==> src/rtl/secreg_pkg.sv <==
package secreg_pkg;
  localparam int LOCKDOWN_BIT = 0;
  localparam int DENY_BIT     = 1;
  localparam int UNLOCK_BIT   = 2;
  localparam int FIELD_W      = 3;

  typedef struct packed {
    logic unlock;
    logic deny_unmatched;
    logic lockdown;
  } secreg_t;
endpackage

==> src/rtl/secreg_lock_scan.sv <==
module secreg_lock_scan #(
  parameter int MAX_ENTRIES = 16,
  parameter int NUM_ENTRIES = 8
) (
  input  logic [MAX_ENTRIES-1:0] lock_i,
  output logic                   any_lock_o
);
  localparam int IMPL = (NUM_ENTRIES > MAX_ENTRIES) ? MAX_ENTRIES : NUM_ENTRIES;

  logic [MAX_ENTRIES-1:0] masked;

  for (genvar g = 0; g < MAX_ENTRIES; g++) begin : g_mask
    if (g < IMPL) begin : g_impl
      assign masked[g] = lock_i[g];
    end else begin : g_absent
      assign masked[g] = 1'b0;
    end
  end

  assign any_lock_o = |masked;
endmodule

==> src/rtl/secreg_next.sv <==
module secreg_next
  import secreg_pkg::*;
(
  input  secreg_t              cur_i,
  input  logic [FIELD_W-1:0]   wbits_i,
  input  logic                 any_lock_i,
  output secreg_t              nxt_o
);
  logic unlock_frozen;

  always_comb begin
    unlock_frozen             = any_lock_i && !cur_i.unlock;
    nxt_o.lockdown            = cur_i.lockdown | wbits_i[LOCKDOWN_BIT];
    nxt_o.deny_unmatched      = cur_i.deny_unmatched | wbits_i[DENY_BIT];
    nxt_o.unlock              = unlock_frozen ? 1'b0 : wbits_i[UNLOCK_BIT];
  end
endmodule

==> src/rtl/sec_config_reg.sv <==
module sec_config_reg
  import secreg_pkg::*;
#(
  parameter int DATA_W      = 32,
  parameter int MAX_ENTRIES = 16,
  parameter int NUM_ENTRIES = 8
) (
  input  logic                   clk,
  input  logic                   rst,
  input  logic                   wr_en_i,
  input  logic [DATA_W-1:0]      wr_data_i,
  input  logic [MAX_ENTRIES-1:0] entry_lock_i,
  output logic                   lockdown_o,
  output logic                   deny_unmatched_o,
  output logic                   rule_unlock_o,
  output logic [DATA_W-1:0]      rd_data_o,
  output logic                   flush_o
);
  localparam bit HAS_ENTRIES = (NUM_ENTRIES > 0);

  secreg_t cfg_q;
  secreg_t cfg_nxt;
  logic    any_lock;
  logic    wr_accept;

  assign wr_accept = wr_en_i && HAS_ENTRIES;

  secreg_lock_scan #(
    .MAX_ENTRIES(MAX_ENTRIES),
    .NUM_ENTRIES(NUM_ENTRIES)
  ) u_scan (
    .lock_i    (entry_lock_i),
    .any_lock_o(any_lock)
  );

  secreg_next u_next (
    .cur_i     (cfg_q),
    .wbits_i   (wr_data_i[FIELD_W-1:0]),
    .any_lock_i(any_lock),
    .nxt_o     (cfg_nxt)
  );

  always_ff @(posedge clk) begin
    if (rst) begin
      cfg_q   <= '0;
      flush_o <= 1'b0;
    end else begin
      flush_o <= wr_accept;
      if (wr_accept) cfg_q <= cfg_nxt;
    end
  end

  assign lockdown_o       = cfg_q.lockdown;
  assign deny_unmatched_o = cfg_q.deny_unmatched;
  assign rule_unlock_o    = cfg_q.unlock;

  always_comb begin
    rd_data_o               = '0;
    rd_data_o[LOCKDOWN_BIT] = cfg_q.lockdown;
    rd_data_o[DENY_BIT]     = cfg_q.deny_unmatched;
    rd_data_o[UNLOCK_BIT]   = cfg_q.unlock;
  end


  lockdown_sticky_chk: assert property (@(posedge clk) disable iff (rst)
    lockdown_o |=> lockdown_o);


  deny_sticky_chk: assert property (@(posedge clk) disable iff (rst)
    deny_unmatched_o |=> deny_unmatched_o);


  unlock_freeze_chk: assert property (@(posedge clk) disable iff (rst)
    (!rule_unlock_o && any_lock) |=> !rule_unlock_o);


  flush_on_write_chk: assert property (@(posedge clk) disable iff (rst)
    wr_accept |=> flush_o);


  flush_idle_chk: assert property (@(posedge clk) disable iff (rst)
    !wr_en_i |=> !flush_o);


  no_entry_hold_chk: assert property (@(posedge clk) disable iff (rst)
    (!HAS_ENTRIES && wr_en_i) |=> ($stable(rd_data_o) && !flush_o));
endmodule

==> config.mk <==
export PLATFORM = sky130hd
export DESIGN_NAME = sec_config_reg
export DESIGN_NICKNAME = d
export VERILOG_FILES = /design/src/rtl/secreg_pkg.sv /design/src/rtl/secreg_lock_scan.sv /design/src/rtl/secreg_next.sv /design/src/rtl/sec_config_reg.sv
export SDC_FILE = /design/constraint.sdc
export NUM_CORES = 1
export LEC_CHECK = 0
export ABC_CLOCK_PERIOD_IN_PS = 900
export BUFFER_PORTS_ARGS = -buffer_cell sky130_fd_sc_hd__buf_4
export CAP_MARGIN = 10
export CORE_MARGIN = 8
export CORE_UTILIZATION = 22
export CTS_CLUSTER_SIZE = 16
export DETAILED_ROUTE_END_ITERATION = 16
export MAX_ROUTING_LAYER = met4
export PLACE_DENSITY = 0.8
export REMOVE_ABC_BUFFERS = 1
export SLEW_MARGIN = 0
export SYNTH_ARGS = -nofsm -noshare
export SYNTH_HDL_FRONTEND = slang
export SYNTH_SLANG_ARGS = --single-unit
==> constraint.sdc <==
create_clock -name clk -period 0.9 [get_ports clk]
set_clock_uncertainty 0.15 [all_clocks]
set_input_delay 0.09 -clock clk [delete_from_list [all_inputs] [get_ports clk]]
set_output_delay 0.09 -clock clk [all_outputs]
set_load 0.01 [all_outputs]
## After elaboration in Yosys (flattened, before gate mapping)

Cells that the tools add are included.

| cells by class | value |
|---|---|
| mux-type cells | 1 |
| bitwise logic cells | 2 |
| reduce and logical (&&, ||, !) cells | 3 |

Operators by type and width:

| kind | number |
|---|---|
| OR reduction 8 bit | 1 |
| OR 1 bit | 2 |
| logical AND 1 bit | 1 |
| zero test 1 bit | 1 |
| 2-to-1 mux 1 bit | 1 |

| storage, ports and cells | value |
|---|---|
| flip-flop bits (word level) | 4 |

## Longest topological paths before layout

Gate-level depths: netlist of run 1.

| depth | value |
|---|---|
| depth in word-level cells | 3 |
| depth in mapped cells | 3 |
| mapped depth without buffers | 3 |

## Modules after synthesis

From an unflattened synthesis of run 1, not the netlist that was laid out.

| second synthesis, totals | value |
|---|---|
| cell total of the unflattened synthesis | 51 |
| area, all modules | 411.6 um^2 |

Modules (own cells, without submodules):

| module | times used | cells each | area each (um^2) | seq. area each (um^2) |
|---|---|---|---|---|
| sec_config_reg | 1 | 44 | 371.6 | 80.1 |
| secreg_next | 1 | 4 | 23.8 | 0.0 |
| secreg_lock_scan | 1 | 3 | 16.3 | 0.0 |

## Least setup slack after synthesis of run 1

No wires, ideal clock.

| timing path | value |
|---|---|
| path kind | register to register |
| start point | register cfg_q, in the netlist rule_unlock_o |
| end point | register cfg_q, in the netlist rule_unlock_o |
| setup time | 0.118 ns |
| arrival time | 0.562 ns |
| slack | 0.070 ns |
| cell stages (with the launch flop) | 3 |
| buffers on the path | 0 |
| cell sequence | dfxtp_1 -> a41oi_1 -> nor3_2 |

| on the way | value |
|---|---|
| cells in the longest elaborated chain, start to end | 3 |

RTL lines:

| element | RTL line | source |
|---|---|---|
| start: declaration | sec_config_reg.sv:21 | `secreg_t cfg_q;` |
| start signal: assignment | sec_config_reg.sv:49 | `if (wr_accept) cfg_q <= cfg_nxt;` |
| zero test 1 bit | secreg_next.sv:12 | `unlock_frozen = any_lock_i && !cur_i.unlock;` |
| logical AND 1 bit | secreg_next.sv:12 |  |
| 2-to-1 mux 1 bit | secreg_next.sv:15 | `nxt_o.unlock = unlock_frozen ? 1'b0 : wbits_i[UNLOCK_BIT];` |

No other way between the ends.
A chain may end at the register's enable or synchronous reset.

## Worst setup path in the final report of run 1

| timing path | value |
|---|---|
| start point | register cfg_q, in the netlist deny_unmatched_o |
| end point | output deny_unmatched_o |

RTL lines:

| element | RTL line | source |
|---|---|---|
| end: declaration | sec_config_reg.sv:14 | `output logic deny_unmatched_o,` |

No word-level cell between the ends.

==> results.txt, run 1 <==
outcome - complete, but fails checks
failing checks - negative hold slack, negative setup slack
Req. time, crit path - 660 ps
vias in the first global route - 300
Final Hold Fails - 4
reg-to-reg endpoint - rule_unlock_o
Routed Antenna Nets - 0
DR vias - 279
Synth Cell Area - 387 um^2
Finished Layout Cells - 84
Yosys top cell area share - 0.621
top cells by area, synth - buf_4, dfxtp_1, nor2_1
I/O Buffers - 20
R2R setup slack - 60 ps
Hold Path Class - primary input to flip-flop
Critical R2R Launch - rule_unlock_o
initial antenna violation count - 0
Ant. Diodes - 0
count of final setup violators - 6
Remaining Overflow, GRT - 0
pin count of the biggest net entering global routing - 6
Synth Register Bits - 4
yosys warns - 0
core area - 1690 um^2
Fin Setup TNS - -171 ps
post-layout min period - 929 ps
Fill cells - 192
Synth Area in Simple Gates - 0.113
Worst Path Max Fanout - 3
DR WL/cell - 11.5 um
Max-cap violations - 0
crit-path leading delay family - flip-flops
CTS Buffer Depth - 2
Crit path depth - 1
die width - 57.9 um
Initial DRC Count - 1
Critical Path AT - 690 ps
hold slack - -105 ps
buffers and inverters on the worst path - 1
sequential cell area fraction in the yosys report - 0.207
combinational family with the most area after synthesis - buffers and inverters
DRC - 0
Final period util - 1.03
cell chain of the critical path - buf_6
Pins Over Slew Limit - 0
1st-pass router iterations - 2
area grow syn2layout - 21.4%
layout cells sized above 1 - 0.418
TritonCTS clock tree - yes
Worst path max stage delay - 350 ps
first-pass GRT wire length - 1.36 mm
Design Power - 0.577 mW
via density per instance - 3.32
leakage - 0.265 nW
TritonCTS buffer count - 3
post-synthesis xor/xnor area fraction - 0
Post-synth EDFFs - 0
Startpoint Class - flip-flop
multiplexer share of the synthesized area - 0
Final Core Density - 0.278
Endpoint, Worst Hold - deny_unmatched_o
hpwl dp - 899 um
hold path depth - 2
Core Rows - 15
Avg Inst Size Synth - 8.05 um^2
Final #Nets - 120
total setup buffers inserted after CTS - 0
Synth area leader - buf_4
Placed Cells incl. Taps - 81
Placer Congestion - 0.661
asr flop ratio synth - 0
Cell variety after synth - 9
Syn Inst Count - 48
H-Tree Level Count - 1
top-count cell post-synth - buf_4
FMAX - 1080 MHz
final WL - 966 um
Worst Reg-to-Reg Cells - 2
CTS sink count - 4
Adder-Cell Fraction of Synth Area - 0
Final Cell Area - 469 um^2
placed cell area - 423 um^2
Peak VDD IR - 0.678 mV
pre-CTS WS - -89.3 ps
critical path class - flip-flop to output port
RSZ-0062 raised after global routing - true
Hold Startpoint - rst
Clock Latency Late Sink - 230 ps
Ports - 87
Max stage delay cell, worst path - dfxtp_2
Synth Flop Type - dfxtp_1
power per cell area - 1230 nW/um^2
Compound-Gate Fraction of Synth Area - 0.0485
Die ar. - 3350 um^2
Initial Utilization - 0.229
CTS root buffer - clkbuf_4
clock transition at the registers of the reported paths - 40 ps
most common library cells after synthesis - buf_4, dfxtp_1, nor2_1
min setup slack post-route - -29.4 ps
crit path capture type - output port
Total GRT Usage - 0.0555
Die Ht - 57.9 um
placed cells by master, fill, tap and decap left out, drive strengths merged:
| cell type | n |
|---|---|
| nor4 | 1 |
| a21oi | 2 |
| nor2 | 4 |
| buf | 20 |
| dfxtp | 4 |
| clkbuf | 3 |
| conb | 29 |
| nor3 | 1 |
| a41oi | 1 |
| nor2b | 2 |
logic make-up after synthesis:
family,count (synthesis)
buf+inv,32
flops,4
other cells,1
compound gates,3
simple gates,8
sequential cells by signal (all words and copies together), names as in the netlist:
| register | cells |
|---|---|
| deny_unmatched_o | 1 |
| flush_o | 1 |
| lockdown_o | 1 |
| rule_unlock_o | 1 |
timing repair:
item                                    in CTS  in global routing
hold endpoints to repair                     4                  4
endpoints found under the setup margin       7                  7
gates resized for setup                      6                  3
report_power, final:
part	leakage (nW)	switching, mW	internal [mW]
registers	0.0344	0.00798	0.189
logic	0.217	0.0911	0.0680
clock network	0.0138	0.0725	0.149
total	0.265	0.172	0.406
worst max path at each step:
stage / startpoint / to / slack, ps
floorplan: rule_unlock_o / rule_unlock_o / 30
global placement: entry_lock_i[7] / rule_unlock_o / -60
detailed placement: entry_lock_i[7] / rule_unlock_o / -90
CTS: deny_unmatched_o / rd_data_o[1] / -40
global route: deny_unmatched_o / deny_unmatched_o / -60
finish: deny_unmatched_o / deny_unmatched_o / -30
per-layer routing:
metal  vias to the layer above  track usage  wire [um]
met1                       115       0.0390        315
met3                         0       0.0684        247
met4                         0       0.0105          0
met5                         -            -          0
li1                        128            -          -
met2                        36       0.0876        403
cell type report:
| cell class | count | area, um^2 | area share |
|---|---|---|---|
| Clock buffer | 3 | 22.5 | 0.0480 |
| Multi-Input combinational cell | 40 | 171 | 0.365 |
| Sequential cell | 4 | 85.1 | 0.181 |
| Tap cell | 17 | 21.3 | 0.0453 |
| Timing Repair Buffer | 20 | 169 | 0.360 |
(Power assumes the default switching activity.)
==> run 2: changes to the inputs <==
CORE_UTILIZATION = 23   (was 22)
CTS_BUF_LIST = sky130_fd_sc_hd__clkbuf_8   (was unset)
PLACE_DENSITY = 0.83   (was 0.8)
==> run 2 against run 1 <==
Net effect: the flow still finishes with violations (negative hold slack, negative setup slack); die area decreased by 3.2%; power increased by 25%; global-route usage up 0.051 points; via count grew 1.1%; maximum frequency rose by 2.6%; largest power group unchanged.
==> results.txt, run 2 (synthesized netlist as in run 1, its figures left out) <==
CTS sink count - 4
first-pass GRT wire length - 1.40 mm
Startpoint Class - flip-flop
Ant. Diodes - 0
Fill cells - 172
Die ar. - 3250 um^2
TritonCTS buffer count - 3
Req. time, crit path - 660 ps
Final Hold Fails - 4
cell chain of the critical path - buf_6
Routed Antenna Nets - 0
Die Ht - 57 um
hold slack - -76.7 ps
Initial DRC Count - 2
I/O Buffers - 20
TritonCTS clock tree - yes
crit path capture type - output port
via density per instance - 3.36
Total GRT Usage - 0.0560
Hold Path Class - primary input to flip-flop
layout cells sized above 1 - 0.403
die width - 57 um
Clock Latency Late Sink - 210 ps
clock transition at the registers of the reported paths - 30 ps
post-layout min period - 906 ps
hpwl dp - 881 um
initial antenna violation count - 0
Initial Utilization - 0.234
Worst path max stage delay - 340 ps
leakage - 0.273 nW
Peak VDD IR - 0.788 mV
min setup slack post-route - -6.06 ps
Core Rows - 15
Remaining Overflow, GRT - 0
outcome - complete, but fails checks
1st-pass router iterations - 2
FMAX - 1100 MHz
Max stage delay cell, worst path - dfxtp_2
Critical Path AT - 670 ps
placed cell area - 423 um^2
Final Cell Area - 490 um^2
final WL - 971 um
failing checks - negative hold slack, negative setup slack
area grow syn2layout - 26.9%
Worst Path Max Fanout - 3
Final #Nets - 120
Placer Congestion - 0.695
Ports - 87
DRC - 0
crit-path leading delay family - flip-flops
pin count of the biggest net entering global routing - 6
Final period util - 1.01
Pins Over Slew Limit - 0
CTS root buffer - clkbuf_8
R2R setup slack - 80 ps
power per cell area - 1470 nW/um^2
RSZ-0062 raised after global routing - true
CTS Buffer Depth - 2
most common cell after layout, fill and taps aside - conb_1
H-Tree Level Count - 1
buffers and inverters on the worst path - 1
DR vias - 282
DR WL/cell - 11.6 um
core area - 1650 um^2
count of final setup violators - 6
Max-cap violations - 0
critical path class - flip-flop to output port
total setup buffers inserted after CTS - 0
vias in the first global route - 301
most frequent cells in the layout - conb_1, buf_4, buf_6
Design Power - 0.720 mW
## run 2: through the flow
stage                     utilization  worst slack [ps]  cells  hold slack, ps  TNS (ps)
after CTS                       0.292             -17.4     84           -82.7     -87.8
after floorplan                     -              31.3     44            9.72         0
after global placement          0.256             -95.3     81             143     -95.3
final                           0.297             -6.06     84           -76.7     -15.4
after global routing            0.297             -32.3     84           -74.4      -151
after detailed placement        0.256              -106     81             150      -106
## run 2: path summary, 6_finish.rpt
| kind | start | cells after the start | end |
|---|---|---|---|
| worst max-delay path | lockdown_o | 1 | lockdown_o |
| worst max register to register | rule_unlock_o | 2 | rule_unlock_o |
| worst min register to register | deny_unmatched_o | 2 | deny_unmatched_o |
| worst min-delay path | rst | 2 | rule_unlock_o |
## run 2: power by group
part	total (mW)	internal, mW	leakage (nW)	switching, mW
combinational	0.157	0.0666	0.217	0.0905
sequential	0.196	0.189	0.0341	0.00751
clock	0.367	0.284	0.0216	0.0824
## run 2: layout make-up
type                       instances  area (um^2)  area share
clock buffer                       3         41.3      0.0842
multi-input combinational         40          171       0.349
sequential                         4         83.8       0.171
tap                               17         21.3      0.0434
timing repair buffer              20          173       0.352
## run 2: layer usage
metal,part of all wire,wire length (um),GRT usage
met1,0.34,327,0.0460
met3,0.21,206,0.0621
met5,0,0,-
met4,0,0,0.0101
met2,0.45,437,0.0853
## run 2: timing repair
action / CTS / global route
gates resized for setup: 7 / 2
hold endpoints to repair: 4 / 4
endpoints found under the setup margin: 6 / 6
